`src/rtl/pgpc_pkg.sv`:
```
package pgpc_pkg;
    parameter int PC_W      = 13;
    parameter int LO_W      = 8;
    parameter int IMM_W     = 11;
    localparam int HI_W     = PC_W - LO_W;
    localparam int PG_W     = PC_W - IMM_W;

    typedef logic [PC_W-1:0]  pc_t;
    typedef logic [HI_W-1:0]  hi_t;
    typedef logic [LO_W-1:0]  lo_t;
    typedef logic [IMM_W-1:0] imm_t;

    typedef enum logic [2:0] {
        OP_HOLD, OP_ADV, OP_LOWR, OP_JUMP, OP_CALL, OP_RET
    } pc_op_e;

    typedef struct packed {
        logic ret;
        logic call;
        logic jmp;
        logic lo_wr;
        logic adv;
    } strobes_t;

    // Fixed priority: return, call, jump, low write, advance.
    function automatic pc_op_e pick_op(strobes_t s);
        if (s.ret)        return OP_RET;
        else if (s.call)  return OP_CALL;
        else if (s.jmp)   return OP_JUMP;
        else if (s.lo_wr) return OP_LOWR;
        else if (s.adv)   return OP_ADV;
        else              return OP_HOLD;
    endfunction

    function automatic pc_t page_target(hi_t lat, imm_t tgt);
        return {lat[HI_W-1 -: PG_W], tgt};
    endfunction
endpackage

```
`src/rtl/pgpc_stack.sv`:
```
module pgpc_stack #(
    parameter int W     = 13,
    parameter int DEPTH = 8
) (
    input  logic         clk,
    input  logic         rst,
    input  logic         push,
    input  logic         pop,
    input  logic [W-1:0] din,
    output logic [W-1:0] top
);
    localparam int SP_W = (DEPTH > 1) ? $clog2(DEPTH) : 1;
    localparam logic [SP_W-1:0] LAST = SP_W'(DEPTH - 1);

    logic [W-1:0]    mem [DEPTH];
    logic [SP_W-1:0] sp;       // next free slot
    logic [SP_W-1:0] sp_inc;
    logic [SP_W-1:0] sp_dec;

    always_comb begin
        sp_inc = (sp == LAST) ? '0 : sp + SP_W'(1);
        sp_dec = (sp == '0) ? LAST : sp - SP_W'(1);
    end

    assign top = mem[sp_dec];

    always_ff @(posedge clk) begin
        if (rst) begin
            sp <= '0;
        end else if (pop) begin
            sp <= sp_dec;
        end else if (push) begin
            sp <= sp_inc;
        end
    end

    for (genvar i = 0; i < DEPTH; i++) begin : g_slot
        always_ff @(posedge clk) begin
            if (rst)
                mem[i] <= '0;
            else if (push && !pop && sp == SP_W'(i))
                mem[i] <= din;
        end
    end

    // a push into the last slot wraps the pointer to slot zero
    p_wrap_r9: assert property (@(posedge clk) disable iff (rst)
        (push && !pop && sp == LAST) |=> sp == '0);
    // a pushed value is what the next pop sees
    p_push_top_r8: assert property (@(posedge clk) disable iff (rst)
        (push && !pop) |=> top == $past(din));
endmodule

```
`src/rtl/pgpc_next.sv`:
```
module pgpc_next
    import pgpc_pkg::*;
(
    input  pc_op_e op,
    input  pc_t    cur,
    input  hi_t    lat,
    input  imm_t   imm,
    input  lo_t    wdata,
    input  pc_t    stk_top,
    output pc_t    nxt,
    output pc_t    ret_addr
);
    always_comb begin
        ret_addr = cur + PC_W'(1);
        unique case (op)
            OP_ADV:  nxt = ret_addr;
            OP_LOWR: nxt = {lat, wdata};
            OP_JUMP,
            OP_CALL: nxt = page_target(lat, imm);
            OP_RET:  nxt = stk_top;
            default: nxt = cur;
        endcase
    end
endmodule

```
`src/rtl/paged_pc.sv`:
```
module paged_pc
    import pgpc_pkg::*;
#(
    parameter int STACK_DEPTH = 8
) (
    input  logic                clk,
    input  logic                rst,
    input  logic                adv,
    input  logic                jmp,
    input  logic                call,
    input  logic                ret,
    input  logic                lo_wr,
    input  logic                hi_wr,
    input  logic [IMM_W-1:0]    imm,
    input  logic [LO_W-1:0]     wdata,
    output logic [PC_W-1:0]     pc,
    output logic [LO_W-1:0]     lo_rd
);
    strobes_t stb;
    pc_op_e   op;
    pc_t      pc_q, pc_d, ret_addr, stk_top;
    hi_t      lat_q;

    assign stb = '{ret: ret, call: call, jmp: jmp, lo_wr: lo_wr, adv: adv};
    assign op  = pick_op(stb);

    pgpc_next u_next (
        .op(op), .cur(pc_q), .lat(lat_q), .imm(imm), .wdata(wdata),
        .stk_top(stk_top), .nxt(pc_d), .ret_addr(ret_addr)
    );

    pgpc_stack #(.W(PC_W), .DEPTH(STACK_DEPTH)) u_stack (
        .clk(clk), .rst(rst),
        .push(op == OP_CALL), .pop(op == OP_RET),
        .din(ret_addr), .top(stk_top)
    );

    always_ff @(posedge clk) begin
        if (rst) begin
            pc_q  <= '0;
            lat_q <= '0;
        end else begin
            pc_q <= pc_d;
            if (hi_wr)
                lat_q <= wdata[HI_W-1:0];
        end
    end

    assign pc    = pc_q;
    assign lo_rd = pc_q[LO_W-1:0];

    // no strobe, no movement
    p_hold_r10: assert property (@(posedge clk) disable iff (rst)
        !(adv || jmp || call || ret || lo_wr) |=> $stable(pc));
    // lone advance adds one
    p_adv_r2: assert property (@(posedge clk) disable iff (rst)
        (adv && !(jmp || call || ret || lo_wr)) |=> pc == $past(pc) + PC_W'(1));
    // winning low write places the data in the low byte
    p_lowr_r4: assert property (@(posedge clk) disable iff (rst)
        (lo_wr && !(jmp || call || ret)) |=> lo_rd == $past(wdata));
    // winning jump lands on the in-page target
    p_jump_r6: assert property (@(posedge clk) disable iff (rst)
        (jmp && !(call || ret)) |=> pc[IMM_W-1:0] == $past(imm));
    // a return takes the stack top
    p_ret_r8: assert property (@(posedge clk) disable iff (rst)
        ret |=> pc == $past(stk_top));
    // control flow leaves the latch alone
    p_latch_keep_r11: assert property (@(posedge clk) disable iff (rst)
        ((jmp || call || ret) && !hi_wr) |=> $stable(lat_q));
endmodule

```
`config.mk`:
```
export PLATFORM = sky130hd
export DESIGN_NAME = paged_pc
export DESIGN_NICKNAME = d
export VERILOG_FILES = /design/src/rtl/pgpc_pkg.sv /design/src/rtl/pgpc_stack.sv /design/src/rtl/pgpc_next.sv /design/src/rtl/paged_pc.sv
export SDC_FILE = /design/constraint.sdc
export NUM_CORES = 1
export LEC_CHECK = 0
export BUFFER_PORTS_ARGS = -buffer_cell sky130_fd_sc_hd__buf_2
export CAP_MARGIN = 20
export CORE_ASPECT_RATIO = 0.5
export CORE_MARGIN = 5
export CORE_UTILIZATION = 60
export CTS_CLUSTER_SIZE = 20
export DETAILED_ROUTE_END_ITERATION = 12
export GPL_TIMING_DRIVEN = 0
export HOLD_SLACK_MARGIN = 0.03
export PLACE_DENSITY = 0.83
export SYNTH_ARGS = -nofsm -noshare
export SYNTH_HDL_FRONTEND = slang
export SYNTH_SLANG_ARGS = --single-unit
```
`constraint.sdc`:
```
create_clock -name clk -period 3.8 [get_ports clk]
set_clock_uncertainty 0.15 [all_clocks]
set_input_delay 0.57 -clock clk [delete_from_list [all_inputs] [get_ports clk]]
set_output_delay 0.57 -clock clk [all_outputs]
set_load 0.1 [all_outputs]
```
### Word-level counts from Yosys, hierarchy flattened

Memories as Yosys holds them, arrays and structs flattened.
Cells that the tools add are included.

| cells by class | value |
|---|---|
| $add $sub $neg | 3 |
| multiplexer cells | 44 |
| reductions and logical operators | 14 |
| eq/ne operators | 12 |
| bitwise logic cells | 8 |
| multiply operators | 0 |
| $lt $le $gt $ge | 0 |
| divide/modulo/power cells | 0 |
| shifts and indexed selects | 0 |

Operator list:

| kind | count |
|---|---|
| $mux W13 | 8 |
| $pmux W13 S4 | 1 |
| $mux W1 | 27 |
| $eq A3 B3 Y1 const B | 6 |
| $mux W3 | 6 |
| $add A13 B1 Y13 const B | 1 |
| $eq A3 B2 Y1 const B | 4 |
| $logic_and A1 B1 Y1 | 9 |
| $or A1 B1 Y1 | 8 |
| $eq A3 B1 Y1 const B | 2 |
| $mux W2 | 2 |
| $reduce_bool A4 Y1 | 1 |
| $add A3 B1 Y3 const B | 1 |
| $logic_not A3 Y1 | 1 |
| $sub A3 B1 Y3 const B | 1 |
| $reduce_bool A2 Y1 | 1 |
| $reduce_or A2 Y1 | 1 |
| $logic_not A1 Y1 | 1 |

| storage, ports and cells | value |
|---|---|
| bits in registers | 21 |
| ROM bits | 0 |
| memory bits (writable) | 104 |
| word-level logic and storage cells | 85 |
| memories kept | 1 |
| bits in latches | 0 |
| input bits | 27 |

Memory list:

| name | depth | bits a word | rd ports | clocked after memory_dff | wr ports | line | source |
|---|---|---|---|---|---|---|---|
| u_stack.mem | 8 | 13 | 1 | 0 | 8 | pgpc_stack.sv:15 | `logic [W-1:0] mem [DEPTH];` |

### Depth between registers and ports, before layout

| logic depth | value |
|---|---|
| word-level depth | 13 |
| depth in mapped cells | 12 |
| depth with buffers taken out | 7 |

### Cells and area by module

Synthesis repeated with hierarchy kept, for this count alone.

| second synthesis, totals | value |
|---|---|
| cell total of the unflattened synthesis | 632 |
| area total of the unflattened synthesis | 7160.6 µm² |

By module, submodules not included:

| module | area an instance (µm²) | cells an instance | times used | sequential area each (µm²) |
|---|---|---|---|---|
| pgpc_stack | 5441.5 | 410 | 1 | 3183.1 |
| pgpc_next | 1081.0 | 163 | 1 | 0.0 |
| paged_pc | 638.1 | 59 | 1 | 360.3 |

### Least setup slack after synthesis

Ideal clock, no wire load.

| path | value |
|---|---|
| path kind | register -> register |
| from | register pc_q[1], in the netlist pc[1] |
| to | register pc_q[12], in the netlist pc[12] |
| cell stages (with the launch flop) | 7 |
| data required time | 3.530 ns |
| library setup time | 0.120 ns |
| period minus slack after synthesis | 2.917 ns |
| setup slack | 0.883 ns |
| arrival | 2.647 ns |
| path through | dfxtp_1 -> ha_1 -> nand3_1 -> nor4_1 -> xnor2_1 -> a21oi_1 -> o31a_1 |

| on the way | value |
|---|---|
| word-level cells in the longest chain between the ends | 2 |

RTL lines:

| element | line | source |
|---|---|---|
| start, declared | paged_pc.sv:21 | `pc_t pc_q, pc_d, ret_addr, stk_top;` |
| start signal, assigned | paged_pc.sv:43 | `pc_q <= pc_d;` |
| $add A13 B1 Y13 | pgpc_next.sv:14 | `ret_addr = cur + PC_W'(1);` |
| $pmux W13 S4 | pgpc_next.sv:15 | `unique case (op)` |

Every way passes these cells.
A chain may end at the register's enable or synchronous reset.

### Worst setup path after layout

| path | value |
|---|---|
| from | register u_stack.sp[0] |
| to | register pc_q[2], in the netlist pc[2] |

| on the way | value |
|---|---|
| word-level cells in the longest chain between the ends | 4 |
| elaborated cells on any way between the ends | 5 |
| those cells by class | add/sub (1); mux (2); reduce/logical (1); memory (1) |

RTL lines:

| element | line | source |
|---|---|---|
| start, declared | pgpc_stack.sv:16 | `logic [SP_W-1:0] sp;` |
| start signal, assigned | pgpc_stack.sv:31 | `sp <= sp_dec;` |
| start signal, assigned | pgpc_stack.sv:33 | `sp <= sp_inc;` |
| $sub A3 B1 Y3 / $logic_not A3 Y1 (equally long branches) | pgpc_stack.sv:22 | `sp_dec = (sp == '0) ? LAST : sp - SP_W'(1);` |
| $mux W3 (*) | pgpc_stack.sv:22 |  |
| $mem_v2 Z8 W13 (*) | n/a |  |
| $pmux W13 S4 (*) | pgpc_next.sv:15 |  |

Every way passes the cells marked *; elsewhere a longest branch is shown, timed or not.

==> results.toml <==
[synthesis]
ys_types = 46
synthFlopType = "edfxtp_1"
ys_top_cells_by_area = "edfxtp_1 50%, nor2_1 8.7%, dfxtp_1 6.7%, mux2i_1 4.8%, a211oi_1 2.2%"
netlist_area_um2 = 6264
synth.top_cell.area_share_pct = 49.86
synth_top_cell_by_area = "edfxtp_1"
synth_nets = 627
synth.top_cells.by_count = "145 x nor2_1, 104 x edfxtp_1, 30 x mux2i_1"
ys_seq_elements = 125
yosysMostFrequentCell = "nor2_1"
synth-seq-area-share_pct = 56.57
avgSynthCellArea_um2 = 10.58
synth_cells = 592
synthArstFlopShare_pct = 0
ys_warn_count = 0
synth_edf_count = 104

[sta]
slew_headroom_pct = 33.74
max_freq_ghz = 0.2698
worst_pin_slew_ps = 990.5
finalHoldViolCount = 0
setup_viol = 0
rsz0062_at_grt = "false"
fin_crit_sh_pct = 97.53
maxSlewViolCount = 0
layout_setup_ws_ps = 93.73
fin_crit_ps = 3706

[detailed_routing]
drt_pass1_iterations = 8
final_antenna_net_count = 0
drc = 0
vias_per_cell = 6.252
drt_iter0_drc = 666
wire_per_inst_um = 21.77
vias = 5120
routed_wl_mm = 17.83

[worst_setup_path]
reg2reg_depth = 10
crit_required_ps = 3910
start_kind = "register"
crit_fanout = 10
cp-end-kind = "register"
worst-setup-path-type = "register to register"
arrival_ps = 3810

[floorplanning]
rows = 26
die_y_um = 82.25
dieArea_um2 = 12710
start_util_pct = 61.51
die_x_um = 154.5
ios = 48
core_um2 = 10180

[power_and_ir_drop]
total_power_mw = 4.022
ir_drop_uv = 262.0
power.density_nw_per_um2 = 549.1
leakagePower_nw = 2.780

[cells_and_area]
multi_input_area_um2 = 2431
drive_gt1_share_pct = 17.53
fin_nets = 701
num_antenna_cells = 0
n_fill_cell = 695
syn_to_final_growth_pct = 16.94
fin_area_um2 = 7325
register_area_um2 = 3543
final_core_util_pct = 71.93

[clocking]
clk_latency_ps = 420
h-tree-depth = 4
clock-sinks = 125
cts_buffers = 17
path_clk_slew_ps = 60
cts-root-buf = "clkbuf_16"
tritoncts = "built"
clk_path_buf_depth = 2

[place]
io_buffers = 45
preCtsSetupSlack_ps = -53.60
gp_congestion = 0.9939
dpl_cell_area_um2 = 6741
place.detailed.hpwl_mm = 12.83

[grt]
grt-ovfl-total = 0
grt_use_total_pct = 28.89
grt_pass1_vias = 4880
grt_pass1_wl_mm = 26.85
antenna_found_initial = 2
grt_max_degree = 17

[run_status]
outcome = "finished clean"

[hold_path]
hold_depth = 3
hold_path.class = "input pin to register"

[flow_run]
cap_violations = 0
[through the flow]
stage	cells	hold slack (ps)	setup TNS [ps]
detailed placement	784	339.0	-53.60
global route	819	309.2	0
global placement	777	326.9	0
finish	819	272.7	0
floorplan	592	304.7	0
CTS	816	271.5	0
[logic make-up (layout without fill, tap and decap cells)]
kind of cell,Yosys count,after routing,share of synthesized area (%)
mux,42,42,6.952
xor+xnor,21,21,3.056
simple gates,221,221,15.54
flops,125,125,56.57
fa+ha+maj,8,8,1.598
buf+inv,66,153,4.614
compound gates,109,109,11.67
[critical path, cell delays in order, from the launching register on]
cell and delay, ps:
dfxtp_1 380, clkbuf_1 280, clkbuf_2 340, inv_1 240, ha_1 310, and2_1 210, o21ai_0 590, clkbuf_1 470
a21oi_1 70, o21ai_0 290, a311oi_1 200
[area by class of cell]
class / count / share of cell area, %
buffer: 49 / 3.109
clock buffer: 19 / 5.910
clock inverter: 13 / 1.708
inverter: 17 / 0.8712
multi-input combinational: 401 / 33.19
sequential: 125 / 48.38
tap: 140 / 2.392
timing repair buffer: 55 / 4.441
[layout by cell type (no fill, tap or decap), drive strengths merged, types with 9 or more instances in the layout]
master	netlist	final
a211oi	18	18
o21bai	9	9
o21ai	19	19
nand2	22	22
xnor2	15	15
inv	16	16
mux2	12	12
a21oi	27	27
edfxtp	104	104
nor2	145	145
clkbuf	30	50
dfxtp	21	21
a311oi	12	12
mux2i	30	30
buf	19	72
nor3	12	12
nand3	10	10
[sequential cells by signal (all words and copies together) (netlist names)]
name and flops:
lat_q 5, pc 13, u_stack.mem 104, u_stack.sp 3
[path summary, 6_finish.rpt]
| path | start | endpoint | slack [ps] |
|---|---|---|---|
| worst min-delay path | wdata[1] | lat_q[1] | 270 |
| worst min register to register | lat_q[4] | lat_q[4] | 350 |
| worst max-delay path | u_stack.sp[0] | pc[2] | 90 |
| worst max register to register | u_stack.sp[0] | pc[2] | 90 |
[where the power goes]
part / internal [mW] / leakage, nW / switching, mW
clock network: 0.953 / 0.260 / 0.586
registers: 1.56 / 1.25 / 0.0562
logic: 0.219 / 1.27 / 0.646
total: 2.73 / 2.78 / 1.29
[what timing repair did]
| action | 4_1_cts | 5_1_grt |
|---|---|---|
| buffers inserted | 0 | 0 |
| endpoints found under the setup margin | 2 | 2 |
| resized for setup | 1 | 1 |
| hold buffers | 0 | 0 |
[routing by layer]
| layer | routed length (µm) | global-route usage, % | part of all wire (%) | vias up |
|---|---|---|---|---|
| li1 | - | - | - | 2276 |
| met2 | 7518 | 43.30 | 42 | 350 |
| met3 | 2988 | 15.41 | 17 | 53 |
| met4 | 431 | 10.75 | 2.4 | 4 |
| met1 | 6857 | 35.80 | 38 | 2437 |
| met5 | 32 | 1.190 | 0.18 | - |
Note: power is estimated with default switching activity, not from simulation.
